## src/rtl/lfr_sclk_gen.sv

```systemverilog
// Serial clock divider: half period of BASE_HALF + sel master cycles.
module lfr_sclk_gen #(
  parameter int BASE_HALF = 11
) (
  input  logic clk,
  input  logic rst,
  input  logic sel_slow,
  output logic sclk,
  output logic fall_tick
);
  localparam int CNT_W = $clog2(BASE_HALF + 1);
  localparam logic [CNT_W:0] LAST_FAST = (CNT_W + 1)'(BASE_HALF - 1);

  logic [CNT_W-1:0] cnt;
  logic [CNT_W:0]   last;
  logic             wrap;

  assign last      = LAST_FAST + {{CNT_W{1'b0}}, sel_slow};
  assign wrap      = {1'b0, cnt} >= last;
  assign fall_tick = wrap & sclk;

  always_ff @(posedge clk) begin
    if (rst) begin
      cnt  <= '0;
      sclk <= 1'b0;
    end else if (wrap) begin
      cnt  <= '0;
      sclk <= ~sclk;
    end else begin
      cnt  <= cnt + 1'b1;
    end
  end
endmodule

```

## src/rtl/lfr_phase_seq.sv

```systemverilog
// Counts serial clock periods; derives carrier, conversion clock and shift strobes.
module lfr_phase_seq #(
  parameter int CONV_SCLKS    = 16,
  parameter int CARRIER_SCLKS = 8,
  parameter int DATA_W        = 8
) (
  input  logic clk,
  input  logic rst,
  input  logic fall_tick,
  output logic adc_clk,
  output logic carrier,
  output logic load_tick,
  output logic shift_tick,
  output logic end_tick
);
  localparam int PH_W    = $clog2(CONV_SCLKS);
  localparam int CAR_BIT = $clog2(CARRIER_SCLKS) - 1;
  localparam logic [PH_W-1:0] PH_LAST    = PH_W'(CONV_SCLKS - 1);
  localparam logic [PH_W-1:0] PH_ADC_OFF = PH_W'(CONV_SCLKS / 2);
  localparam logic [PH_W-1:0] PH_END     = PH_W'(DATA_W);

  logic [PH_W-1:0] ph;
  logic [PH_W-1:0] ph_nxt;

  assign ph_nxt     = ph + 1'b1;
  assign load_tick  = fall_tick && (ph_nxt == '0);
  assign shift_tick = fall_tick && (ph_nxt != '0) && (ph_nxt < PH_END);
  assign end_tick   = fall_tick && (ph_nxt == PH_END);

  always_ff @(posedge clk) begin
    if (rst) begin
      ph      <= PH_LAST;
      adc_clk <= 1'b0;
      carrier <= 1'b0;
    end else if (fall_tick) begin
      ph      <= ph_nxt;
      adc_clk <= ph_nxt < PH_ADC_OFF;
      carrier <= ph_nxt[CAR_BIT];
    end
  end
endmodule

```

## src/rtl/lfr_shifter.sv

```systemverilog
// Captures the sample at the load strobe and shifts it out MSB first.
module lfr_shifter #(
  parameter int DATA_W = 8
) (
  input  logic              clk,
  input  logic              rst,
  input  logic              load_tick,
  input  logic              shift_tick,
  input  logic              end_tick,
  input  logic [DATA_W-1:0] sample,
  output logic              frame,
  output logic              sdata
);
  logic [DATA_W-1:0] hold;

  always_ff @(posedge clk) begin
    if (rst) begin
      hold  <= '0;
      frame <= 1'b0;
      sdata <= 1'b0;
    end else if (load_tick) begin
      hold  <= {sample[DATA_W-2:0], 1'b0};
      sdata <= sample[DATA_W-1];
      frame <= 1'b1;
    end else if (shift_tick) begin
      hold  <= {hold[DATA_W-2:0], 1'b0};
      sdata <= hold[DATA_W-1];
    end else if (end_tick) begin
      sdata <= 1'b0;
      frame <= 1'b0;
    end
  end
endmodule

```

## src/rtl/lf_reader_front.sv

```systemverilog
module lf_reader_front #(
  parameter int DATA_W        = 8,
  parameter int DIV_W         = 8,
  parameter int BASE_HALF     = 11,
  parameter int CONV_SCLKS    = 16,
  parameter int CARRIER_SCLKS = 8
) (
  input  logic              clk,
  input  logic              rst,
  input  logic [DATA_W-1:0] adc_d,
  input  logic              sel_125k,
  input  logic [DIV_W-1:0]  divisor,
  output logic              carrier_lo,
  output logic              carrier_hi,
  output logic              adc_clk,
  output logic              ser_clk,
  output logic              ser_frame,
  output logic              ser_data,
  output logic              dbg_adc_clk
);
  logic fall_tick;
  logic load_tick;
  logic shift_tick;
  logic end_tick;

  lfr_sclk_gen #(.BASE_HALF(BASE_HALF)) u_sclk (
    .clk(clk), .rst(rst), .sel_slow(sel_125k),
    .sclk(ser_clk), .fall_tick(fall_tick)
  );

  lfr_phase_seq #(
    .CONV_SCLKS(CONV_SCLKS), .CARRIER_SCLKS(CARRIER_SCLKS), .DATA_W(DATA_W)
  ) u_seq (
    .clk(clk), .rst(rst), .fall_tick(fall_tick),
    .adc_clk(adc_clk), .carrier(carrier_lo),
    .load_tick(load_tick), .shift_tick(shift_tick), .end_tick(end_tick)
  );

  lfr_shifter #(.DATA_W(DATA_W)) u_shift (
    .clk(clk), .rst(rst), .load_tick(load_tick), .shift_tick(shift_tick),
    .end_tick(end_tick), .sample(adc_d), .frame(ser_frame), .sdata(ser_data)
  );

  assign carrier_hi  = 1'b0;
  assign dbg_adc_clk = adc_clk;
endmodule

```

## config.mk

```make
export PLATFORM = sky130hd
export DESIGN_NAME = lf_reader_front
export DESIGN_NICKNAME = d
export VERILOG_FILES = /design/src/rtl/lfr_sclk_gen.sv /design/src/rtl/lfr_phase_seq.sv /design/src/rtl/lfr_shifter.sv /design/src/rtl/lf_reader_front.sv
export SDC_FILE = /design/constraint.sdc
export NUM_CORES = 1
export LEC_CHECK = 0
export CAP_MARGIN = 20
export CELL_PAD_IN_SITES_DETAIL_PLACEMENT = 0
export CELL_PAD_IN_SITES_GLOBAL_PLACEMENT = 1
export CORE_MARGIN = 2
export CORE_UTILIZATION = 31
export DETAILED_ROUTE_END_ITERATION = 16
export GPL_ROUTABILITY_DRIVEN = 1
export PLACE_DENSITY = 0.73
export SETUP_SLACK_MARGIN = 0.3
export SYNTH_ARGS = -nofsm -noshare
export SYNTH_HDL_FRONTEND = slang
export SYNTH_SLANG_ARGS = --single-unit
```

## constraint.sdc

```tcl
create_clock -name clk -period 1.9 [get_ports clk]
set_input_delay 0.38 -clock clk [delete_from_list [all_inputs] [get_ports clk]]
set_output_delay 0.38 -clock clk [all_outputs]
set_load 0.02 [all_outputs]
```

# Yosys cells after proc, flatten, opt, wreduce, memory -nomap -nowiden
# Cells that the tools add are included.
[classes] add_sub_neg=3 magnitude_cmp=2 n_eq_ne=2 mux=7 bitwise_logic=2 n_reduce_logical=11
[ops] cell="two-way mux 8 bit" count=2
[ops] cell="adder 4 x 1 -> 4 bit, second input constant" count=2
[ops] cell="adder 4 x 1 -> 5 bit, first input constant" count=1
[ops] cell=">= comparator 4 x 5 -> 1 bit" count=1
[ops] cell="two-way mux 1 bit" count=5
[ops] cell="== test 4 bit, second input constant" count=1
[ops] cell="logical AND 1 bit" count=4
[ops] cell="logical NOT 4 bit" count=1
[ops] cell="less-than comparator 4 bit, second input constant" count=1
[ops] cell="nonzero test 2 bit" count=2
[ops] cell="nonzero test 4 bit" count=1
[ops] cell="nonzero test 3 bit" count=1
[ops] cell="!= test 2 bit, second input constant" count=1
[ops] cell="AND reduction 2 bit" count=1
[ops] cell="OR reduction 2 bit" count=1
[ops] cell="AND 1 bit" count=1
[ops] cell="inverter 1 bit" count=1
[word_totals] regBits=20 input_bits=19

# Longest topological paths before layout
# Gate-level depths: netlist of run 1.
[logic_depth] ltp_word=7 mapped_depth=8

# Hierarchy
# Synthesis of run 1 repeated with hierarchy kept, for this count alone.
[unflattened] cells_unflattened=98 hier_area_um2=994.7
[modules_own_cells] module="lfr_shifter" n_inst=1 cells_per_inst=40 area_each_um2=430.4 seq_area_each_um2=180.2
[modules_own_cells] module="lfr_phase_seq" n_inst=1 cells_per_inst=33 area_each_um2=316.6 seq_area_each_um2=120.1
[modules_own_cells] module="lfr_sclk_gen" n_inst=1 cells_per_inst=22 area_each_um2=229.0 seq_area_each_um2=100.1
[modules_own_cells] module="lf_reader_front" n_inst=1 cells_per_inst=3 area_each_um2=18.8 seq_area_each_um2=0.0

# Least setup slack after synthesis of run 1
# OpenSTA, ideal clock, no wires.
[synth_timing] kind="register to register" start="reg u_sclk.cnt[0]" end="reg u_shift.hold[2]" t_arrival_ns=1.737 required_ns=1.809 setup_slack_ns=0.072 path_stages_with_launch=9 n_path_buf=2 cell_sequence="dfxtp_1 -> inv_1 -> ha_1 -> or3b_4 -> and3_4 -> buf_6 -> and2_4 -> buf_6 -> a311oi_1"
[synth_between] elab_chain_len=5 elab_cells_between_ends=7
[synth_rtl] element="start, declared" line_no="lfr_sclk_gen.sv:14" source="logic [CNT_W-1:0] cnt;"
[synth_rtl] element="start signal, assigned" line_no="lfr_sclk_gen.sv:30" source="cnt <= cnt + 1'b1;"
[synth_rtl] element=">= comparator 4 x 5 -> 1 bit *" line_no="lfr_sclk_gen.sv:19" source="assign wrap = {1'b0, cnt} >= last;"
[synth_rtl] element="AND 1 bit *" line_no="lfr_sclk_gen.sv:20" source="assign fall_tick = wrap & sclk;"
[synth_rtl] element="logical AND 1 bit (2 in series)" line_no="lfr_phase_seq.sv:27" source="assign shift_tick = fall_tick && (ph_nxt != '0) && (ph_nxt < PH_END);"
[synth_rtl] element="nonzero test 2 bit (no line)"
[synth_rtl] element="end signal, assigned" line_no="lfr_shifter.sv:22" source="hold <= {sample[DATA_W-2:0], 1'b0};"
[synth_rtl] element="end signal, assigned" line_no="lfr_shifter.sv:26" source="hold <= {hold[DATA_W-2:0], 1'b0};"
[synth_rtl] element="end, declared" line_no="lfr_shifter.sv:14" source="logic [DATA_W-1:0] hold;"
# Mark *: on every way between the ends. The rest lies on a longest branch, timed or not.
# A chain may end at the register's enable or synchronous reset.

# Final worst setup path of run 1
[layout_timing] start="reg u_sclk.cnt[0]" end="reg u_shift.hold[1]"
# The elaborated chain is that of the path after synthesis.

==> results of run 1 <==
## per-layer routing
layer | vias to the layer above | wire length, um | global-route usage
li1 | 419 | - | -
met1 | 385 | 908 | 0.1525
met2 | 16 | 1010 | 0.2003
met3 | 0 | 88 | 0.03896
met4 | 0 | 0 | 0.01905
met5 | - | 0 | 0
## synth_stat cells
master,n
and3_1,1
buf_4,2
clkbuf_1,3
a211oi_1,1
a311oi_1,8
inv_1,2
and3_4,1
nand3_1,3
and2_4,1
conb_1,1
nand3b_1,1
nand2b_1,3
xor2_1,3
nand4_1,3
nor2b_1,1
ha_1,4
o21ai_0,1
nor4_1,1
nand2_1,17
and2_1,2
buf_6,2
or3b_4,1
nor3_1,1
a21oi_1,9
a21bo_2,1
o21a_1,1
nor2_1,7
xnor2_1,5
dfxtp_1,20
or2_1,1
a221oi_1,1
buf_2,1
## repair_timing
item,CTS,global route
endpoints found under the setup margin,26,16
buffers inserted,1,0
gates cloned,0,0
pin swaps,7,2
gates resized for setup,18,10
## how the worst max path moves through the flow
stage / end / slack (ns) / cells past startpoint
2_1_floorplan: u_shift.hold[2]$_SDFFE_PP0P_ / 0.07 / 7
3_3_place_gp: u_shift.hold[4]$_SDFFE_PP0P_ / -0.30 / 6
3_5_place_dp: u_shift.hold[4]$_SDFFE_PP0P_ / -0.33 / 6
4_1_cts: u_shift.hold[4]$_SDFFE_PP0P_ / 0.25 / 6
5_1_grt: u_shift.hold[4]$_SDFFE_PP0P_ / 0.20 / 6
6_report: u_shift.hold[1]$_SDFFE_PP0P_ / 0.25 / 7
## critical path: stages (launching register included)
cell and delay (ns):
dfxtp_2 0.35, inv_2 0.04, ha_4 0.19, or3b_4 0.38, and3_4 0.21, buf_12 0.13
a21bo_2 0.19, a21oi_2 0.10
## kinds of logic after synthesis
kind of cell / count (synthesis)
XOR/XNOR: 8
AO/OA/AOI/OAI: 22
adder cells (fa/ha/maj): 4
AND/OR/NAND/NOR: 44
buffers and inverters: 10
flip-flops: 20
other: 1
## power by group through the flow
stage / Clock, mW / Combinational [mW] / Sequential [mW]
6_report: 0.194 / 0.0629 / 0.428
5_1_grt: 0.227 / 0.0718 / 0.430
4_1_cts: 0.208 / 0.0624 / 0.430
3_5_place_dp: 0 / 0.0582 / 0.440
3_3_place_gp: 0 / 0.0576 / 0.440
2_1_floorplan: 0 / 0.0272 / 0.439
## area by class of cell
| class | count | area share |
|---|---|---|
| repair buffers | 25 | 0.1840 |
| flip-flops and latches | 20 | 0.3121 |
| multi-input cells | 79 | 0.4489 |
| well taps | 33 | 0.03179 |
| clock buffers | 3 | 0.01734 |
| inverters | 2 | 0.005780 |
## flip-flops by register name, summed over array words and instances (netlist names)
register	count
u_shift.frame	1
u_seq.adc_clk	1
u_seq.ph	4
u_shift.hold	7
u_sclk.cnt	4
u_sclk.sclk	1
u_seq.carrier	1
u_shift.sdata	1
## through the flow
step | instances | TNS [ns] | cell area [um^2] | setup slack [ns] | hold WS [ns]
final | 162 | 0 | 1299 | 0.2524 | 0.4699
after global routing | 162 | 0 | 1299 | 0.1981 | 0.5064
after CTS | 162 | 0 | 1265 | 0.2455 | 0.4766
after detailed placement | 158 | -4.865 | 1197 | -0.3342 | 0.4311
after global placement | 158 | -4.361 | 1197 | -0.3023 | 0.4249
after floorplan | 109 | 0 | 977.2 | 0.07454 | 0.4070
==> impl_metrics.ini, run 1 <==
[status]
status = finished, final reports clean

[worst_setup_path]
reg2reg_depth = 7
reg2reg_to = u_shift.hold[1]$_SDFFE_PP0P_
required_ns = 2.13
worst-setup-path-type = register to register
cp_max_fo = 6
crit_arrival_ns = 1.88
end_kind = register
worstSetupStartpoint = u_sclk.cnt[0]$_SDFF_PP0_
r2r_start = u_sclk.cnt[0]$_SDFF_PP0_
r2r_setup_slack_ns = 0.25
cp-start-kind = register

[synthesis]
synth.largest_area_cell = dfxtp_1
synth-simple-area-share = 0.2325
synth-adder-area-share = 0.05195
synth_nets = 132
synth_top_family_by_area = simple AND/OR/NAND/NOR gates
yosysSeqAreaShare = 0.4156
synth_area_leaders = dfxtp_1 (42%), a311oi_1 (7.3%), nand2_1 (6.6%)
synth_seq_cells = 20
yosysWarningCount = 0
synthMuxAreaShare = 0
synth_compound_area_frac = 0.1597
synthXorXnorAreaFrac = 0.07273
syn_area_per_cell_um2 = 8.839
post_synth_num_cell_types = 32
syn_inst = 109
netlist_area_um2 = 963.4
netlist.area_leader.share = 0.4156

[global_routing]
grt_max_degree = 14
grt_pass1_wl_um = 3263
first_global_vias = 751
grt.overflow.total = 0
grt_usage = 0.1197
antenna_found_initial = 0

[flow_run]
cap_violations = 0

[power]
power_mw = 0.6853
p_sw_mw = 0.1500
comb_power_share = 0.092
powerDensity_mw_per_mm2 = 527.7
p_int_mw = 0.5354
power.static_leakage_nw = 0.4902
netSwitchingFraction = 0.2188
p_seq_frac = 0.625
clockPowerShare = 0.283
peakVddDrop_v = 0.0003687

[floorplan]
io_pins = 26
num_rows = 20
core_area_mm2 = 0.003003
die_h_um = 59.75
initial_core_util = 0.3208
die_width_um = 59.75
die_area_mm2 = 0.003569

[final_layout]
multi_input_comb_area_um2 = 583.1
final_common_cell = dfxtp_1
num_antenna_cells = 0
areaGrowthSynthToFinish_pct = 34.81
final_cell_mix = dfxtp_1 (18), nand2_1 (16), clkdlybuf4s50_1 (9)
fillers = 302
layout-drive-gt1-share = 0.2791
seq_area_um2 = 405.4
fin_util = 0.4325
layout.nets = 154

[drt]
ant_nets = 0
drt_iter0_markers = 17
wl_per_cell_um = 12.39
vias = 820
route.detailed.drc = 0
dr.pass1.iters = 4
wl_um = 2007
via_per_inst = 5.062

[sta]
hold_viol = 0
drv_slew = 0
setup_viol = 0
fin_skew_ns = 0.002601
finalCritPeriodShare = 0.8672
fmax_mhz = 606.9
rsz0062_at_grt = yes
fin_crit_ns = 1.648

[cts]
postCtsHoldBufs = 0
htree_levels = 1
cts_buffer_depth = 2
cts_tree = yes
clkSinkCount = 20
root_buffer = clkbuf_4
cts_buffers = 3
insertion_delay_ns = 0.29
clk_pin_slew_ns = 0.10

[place]
gp_congestion = 0.8074
numPortBuffers = 16
place_hpwl_um = 1468

[worst_hold_path]
hp-start = u_seq.adc_clk$_SDFFE_PP0P_
min_to = u_seq.adc_clk$_SDFFE_PP0P_
hold_class = register to register
holdPathStages = 2
No activity file was read; power rests on OpenSTA's default activity.
==> run 2, diff against run 1 <==
Settings changed: CORE_UTILIZATION 31 to 35, DONT_BUFFER_PORTS from default to 1, PLACE_DENSITY 0.73 to 0.63.
==> impl_metrics.ini, run 2 (same netlist as run 1, synthesis figures left out) <==
[status]
status = finished, final reports clean

[floorplan]
core_area_mm2 = 0.002686
io_pins = 26
num_rows = 19
die_h_um = 56.47
initial_core_util = 0.3586
die_width_um = 56.47
die_area_mm2 = 0.003188

[power]
powerDensity_mw_per_mm2 = 586.4
peakVddDrop_v = 0.0003405
power_mw = 0.6684
power.static_leakage_nw = 0.3969

[global_routing]
grt.overflow.total = 0
grt_pass1_wl_um = 3312
grt_max_degree = 18
grt_usage = 0.1339
first_global_vias = 737
antenna_found_initial = 0

[sta]
fin_skew_ns = 0.0009179
finalWorstSetupSlack_ns = 0.2717
drv_slew = 0
tns_ns = 0
rsz0062_at_grt = yes
fin_crit_ns = 1.628
finalCritPeriodShare = 0.8570
setup_viol = 0
hold_viol = 0
fmax_mhz = 614.1

[final_layout]
final_common_cell = dfxtp_1
multi_input_comb_area_um2 = 593.1
fillers = 291
layout.nets = 137
num_antenna_cells = 0
fin_util = 0.4243
reg.largest.list = u_shift.hold x7, u_sclk.cnt x4, u_seq.ph x4
top_register = u_shift.hold
layout-drive-gt1-share = 0.3036
final_cell_mix = dfxtp_1 (19), nand2_1 (17), nor2_1 (6), buf_4 (6)
largest_register_ffs = 7
design_area_mm2 = 0.001140
seq_area_um2 = 401.6
areaGrowthSynthToFinish_pct = 18.31

[worst_hold_path]
holdPathStages = 1
min_to = u_shift.hold[1]$_SDFFE_PP0P_
hold_class = input pin to register
hp-start = rst

[drt]
wl_um = 1996
route.detailed.drc = 0
wl_per_cell_um = 13.96
ant_nets = 0
via_per_inst = 5.357
dr.pass1.iters = 3
drt_iter0_markers = 35
vias = 766

[place]
placed_area_um2 = 992.2
place_hpwl_um = 1311
dp_slack_ns = 0.1242
numPortBuffers = 0
gp_congestion = 0.7391

[worst_setup_path]
crit_arrival_ns = 1.87
reg2reg_depth = 7
path_delay_family = simple AND/OR/NAND/NOR gates
critPathBufInv = 2
worst_path_largest_cell_delay_ns = 0.38
required_ns = 2.14
end_kind = register
cp.depth = 7
cpMaxStageDelayCell = or3b_4
r2r_start = u_sclk.cnt[0]$_SDFF_PP0_
worst-setup-path-type = register to register
cp-start-kind = register
path_cells = inv_2 -> ha_4 -> or3b_4 -> and3_4 -> buf_12 -> a21bo_2 -> a21oi_2
reg2reg_to = u_shift.hold[1]$_SDFFE_PP0P_
r2r_setup_slack_ns = 0.27
cp_max_fo = 5

[cts]
root_buffer = clkbuf_4
htree_levels = 1
clkSinkCount = 20
postCtsHoldBufs = 0
clk_pin_slew_ns = 0.11
insertion_delay_ns = 0.29
cts_buffer_depth = 2
cts_buffers = 3
cts_tree = yes

[flow_run]
cap_violations = 0
==> run 2: area by class of cell <==
class / count / share of cell area
Sequential cell: 20 / 0.3524
Inverter: 2 / 0.006586
Timing Repair Buffer: 8 / 0.06696
Multi-Input combinational cell: 79 / 0.5203
Clock buffer: 3 / 0.01976
Tap cell: 31 / 0.03403
==> run 2: timing repair <==
item	in CTS	in global routing
setup endpoints to repair	15	17
pin swaps	8	2
buffers inserted	3	1
gates resized for setup	9	12
==> run 2: where the power goes <==
group	switching [mW]	total, mW	internal (mW)
logic	0.0167	0.0358	0.0191
clock network	0.129	0.202	0.0738
registers	0.00500	0.430	0.425
total	0.150	0.668	0.518
==> run 2: worst max-delay path by stage <==
stage          slack (ns)                      from                            to
6_report             0.27  u_sclk.cnt[0]$_SDFF_PP0_  u_shift.hold[1]$_SDFFE_PP0P_
5_1_grt              0.20  u_sclk.cnt[0]$_SDFF_PP0_  u_shift.hold[1]$_SDFFE_PP0P_
4_1_cts              0.24  u_sclk.cnt[0]$_SDFF_PP0_  u_shift.hold[1]$_SDFFE_PP0P_
3_5_place_dp         0.12  u_sclk.cnt[0]$_SDFF_PP0_  u_shift.hold[3]$_SDFFE_PP0P_
3_3_place_gp         0.14  u_sclk.cnt[0]$_SDFF_PP0_  u_shift.hold[3]$_SDFFE_PP0P_
2_1_floorplan        0.07                  sel_125k  u_shift.hold[2]$_SDFFE_PP0P_
==> run 2: metrics by stage <==
stage	hold slack [ns]	cells
global placement	0.4238	136
floorplan	0.4070	109
finish	0.1309	143
CTS	0.1155	142
global route	0.1026	143
detailed placement	0.4340	136
==> run 2: per-layer routing <==
layer	global-route usage	wire length [um]
met4	0.06122	16
met3	0.03687	76
met1	0.1691	988
met5	0	0
met2	0.2110	915
==> run 3, diff against run 2 <==
Settings changed: CORE_MARGIN 2 to 1.
==> impl_metrics.ini, run 3 (same netlist as run 1, synthesis figures left out) <==
[status]
status = finished, final reports clean

[floorplan]
num_rows = 18
die_area_mm2 = 0.002966
die_width_um = 54.47
die_h_um = 54.47
initial_core_util = 0.3786
core_area_mm2 = 0.002545
io_pins = 26

[place]
place_hpwl_um = 1275
dp_slack_ns = 0.08201
placed_area_um2 = 991.0
numPortBuffers = 0
gp_congestion = 0.6816

[final_layout]
final_cell_mix = dfxtp_1 (18), nand2_1 (17), buf_4 (7)
num_antenna_cells = 0
design_area_mm2 = 0.001124
layout.nets = 137
layout-drive-gt1-share = 0.2832
final_common_cell = dfxtp_1
reg.largest.list = u_shift.hold x7, u_sclk.cnt x4, u_seq.ph x4
fin_util = 0.4415
top_register = u_shift.hold
fillers = 259
largest_register_ffs = 7
areaGrowthSynthToFinish_pct = 16.62

[worst_setup_path]
path_cells = inv_2 -> ha_4 -> or3b_4 -> and3_4 -> and2_4 -> a311oi_2
required_ns = 2.11
cp_max_fo = 6
cp.depth = 6
end_kind = register
cpMaxStageDelayCell = or3b_4
path_delay_family = simple AND/OR/NAND/NOR gates
reg2reg_depth = 6
cp-start-kind = register
worst-setup-path-type = register to register
crit_arrival_ns = 1.85
critPathBufInv = 1
worst_path_largest_cell_delay_ns = 0.39

[power]
power.static_leakage_nw = 0.4014
comb_power_share = 0.047
powerDensity_mw_per_mm2 = 632.0
peakVddDrop_v = 0.0003238
p_int_mw = 0.5607
netSwitchingFraction = 0.2103
p_seq_frac = 0.605
clockPowerShare = 0.347
p_sw_mw = 0.1493

[cts]
cts_tree = yes
clk_pin_slew_ns = 0.11
cts_buffers = 3
root_buffer = clkbuf_4
htree_levels = 1
postCtsHoldBufs = 0
cts_buffer_depth = 2
insertion_delay_ns = 0.30
clkSinkCount = 20

[drt]
met1_length_um = 925
ant_nets = 0
route.met3.wl_um = 70
route.detailed.drc = 0
top_layer = met4
vias = 750
wl_per_cell_um = 13.29
wl_met2_um = 878
wl_um = 1901
via_per_inst = 5.245
drt_iter0_markers = 9
dr.pass1.iters = 4

[sta]
rsz0062_at_grt = yes
fin_skew_ns = 0.003881
finalCritPeriodShare = 0.8611
setup_viol = 0
drv_slew = 0
finalWorstSetupSlack_ns = 0.2639
fmax_mhz = 611.2
hold_viol = 0
fin_crit_ns = 1.636
tns_ns = 0

[worst_hold_path]
hold_class = input pin to register
holdPathStages = 1

[global_routing]
grt_pass1_wl_um = 3139
grt_max_degree = 18
grt.overflow.total = 0
grt_usage = 0.1542
first_global_vias = 702
antenna_found_initial = 0

[flow_run]
cap_violations = 0
==> run 3: cell type report <==
| cell class | instances | area [um^2] | area share |
|---|---|---|---|
| multi-input combinational | 79 | 566.8 | 0.5045 |
| inverter | 2 | 7.507 | 0.006682 |
| clock buffer | 4 | 36.28 | 0.03229 |
| tap | 30 | 37.54 | 0.03341 |
| sequential | 20 | 402.9 | 0.3586 |
| timing repair buffer | 8 | 72.57 | 0.06459 |
==> run 3: timing repair <==
action                     CTS  global route
setup endpoints to repair   16            17
buffers inserted             4             0
pin swaps                    8             0
cloned                       0             0
resized for setup            8             6
==> run 3: through the flow <==
step                hold WS (ns)  total power, mW  std cells
global route             0.09189           0.7542        143
detailed placement        0.4244           0.4676        135
floorplan                 0.4070           0.4664        109
finish                    0.1257           0.7100        143
global placement          0.4228           0.4669        135
CTS                       0.1131           0.7244        143
==> run 3: worst paths after layout <==
kind	from	end	slack (ns)
worst max-delay path	u_sclk.cnt[0]$_SDFF_PP0_	u_shift.hold[2]$_SDFFE_PP0P_	0.26
worst min-delay path	rst	u_seq.carrier$_SDFFE_PP0P_	0.13
worst max register to register	u_sclk.cnt[0]$_SDFF_PP0_	u_shift.hold[2]$_SDFFE_PP0P_	0.26
worst min register to register	u_shift.hold[4]$_SDFFE_PP0P_	u_shift.hold[5]$_SDFFE_PP0P_	0.48
==> run 3: routing by layer <==
metal,track usage,up-vias
li1,-,384
met1,0.1893,348
met2,0.2439,14
met3,0.05000,4
met4,0.06838,0
met5,0,-
==> run 3: worst register-to-register path: cells and delay by family, from the launching register on <==
family,cells,cell delay [ns]
and+or+nand+nor,3,0.75
DFF,1,0.35
AOI/OAI and AO/OA,1,0.21
adders and majority gates,1,0.20
buffers and inverters,1,0.04
==> run 3: power groups by stage <==
stage / registers, mW / logic [mW] / clock network, mW
after global placement: 0.440 / 0.0268 / 0
final: 0.430 / 0.0335 / 0.247
after detailed placement: 0.440 / 0.0274 / 0
after CTS: 0.430 / 0.0336 / 0.261
after global routing: 0.432 / 0.0395 / 0.283
after floorplan: 0.439 / 0.0272 / 0
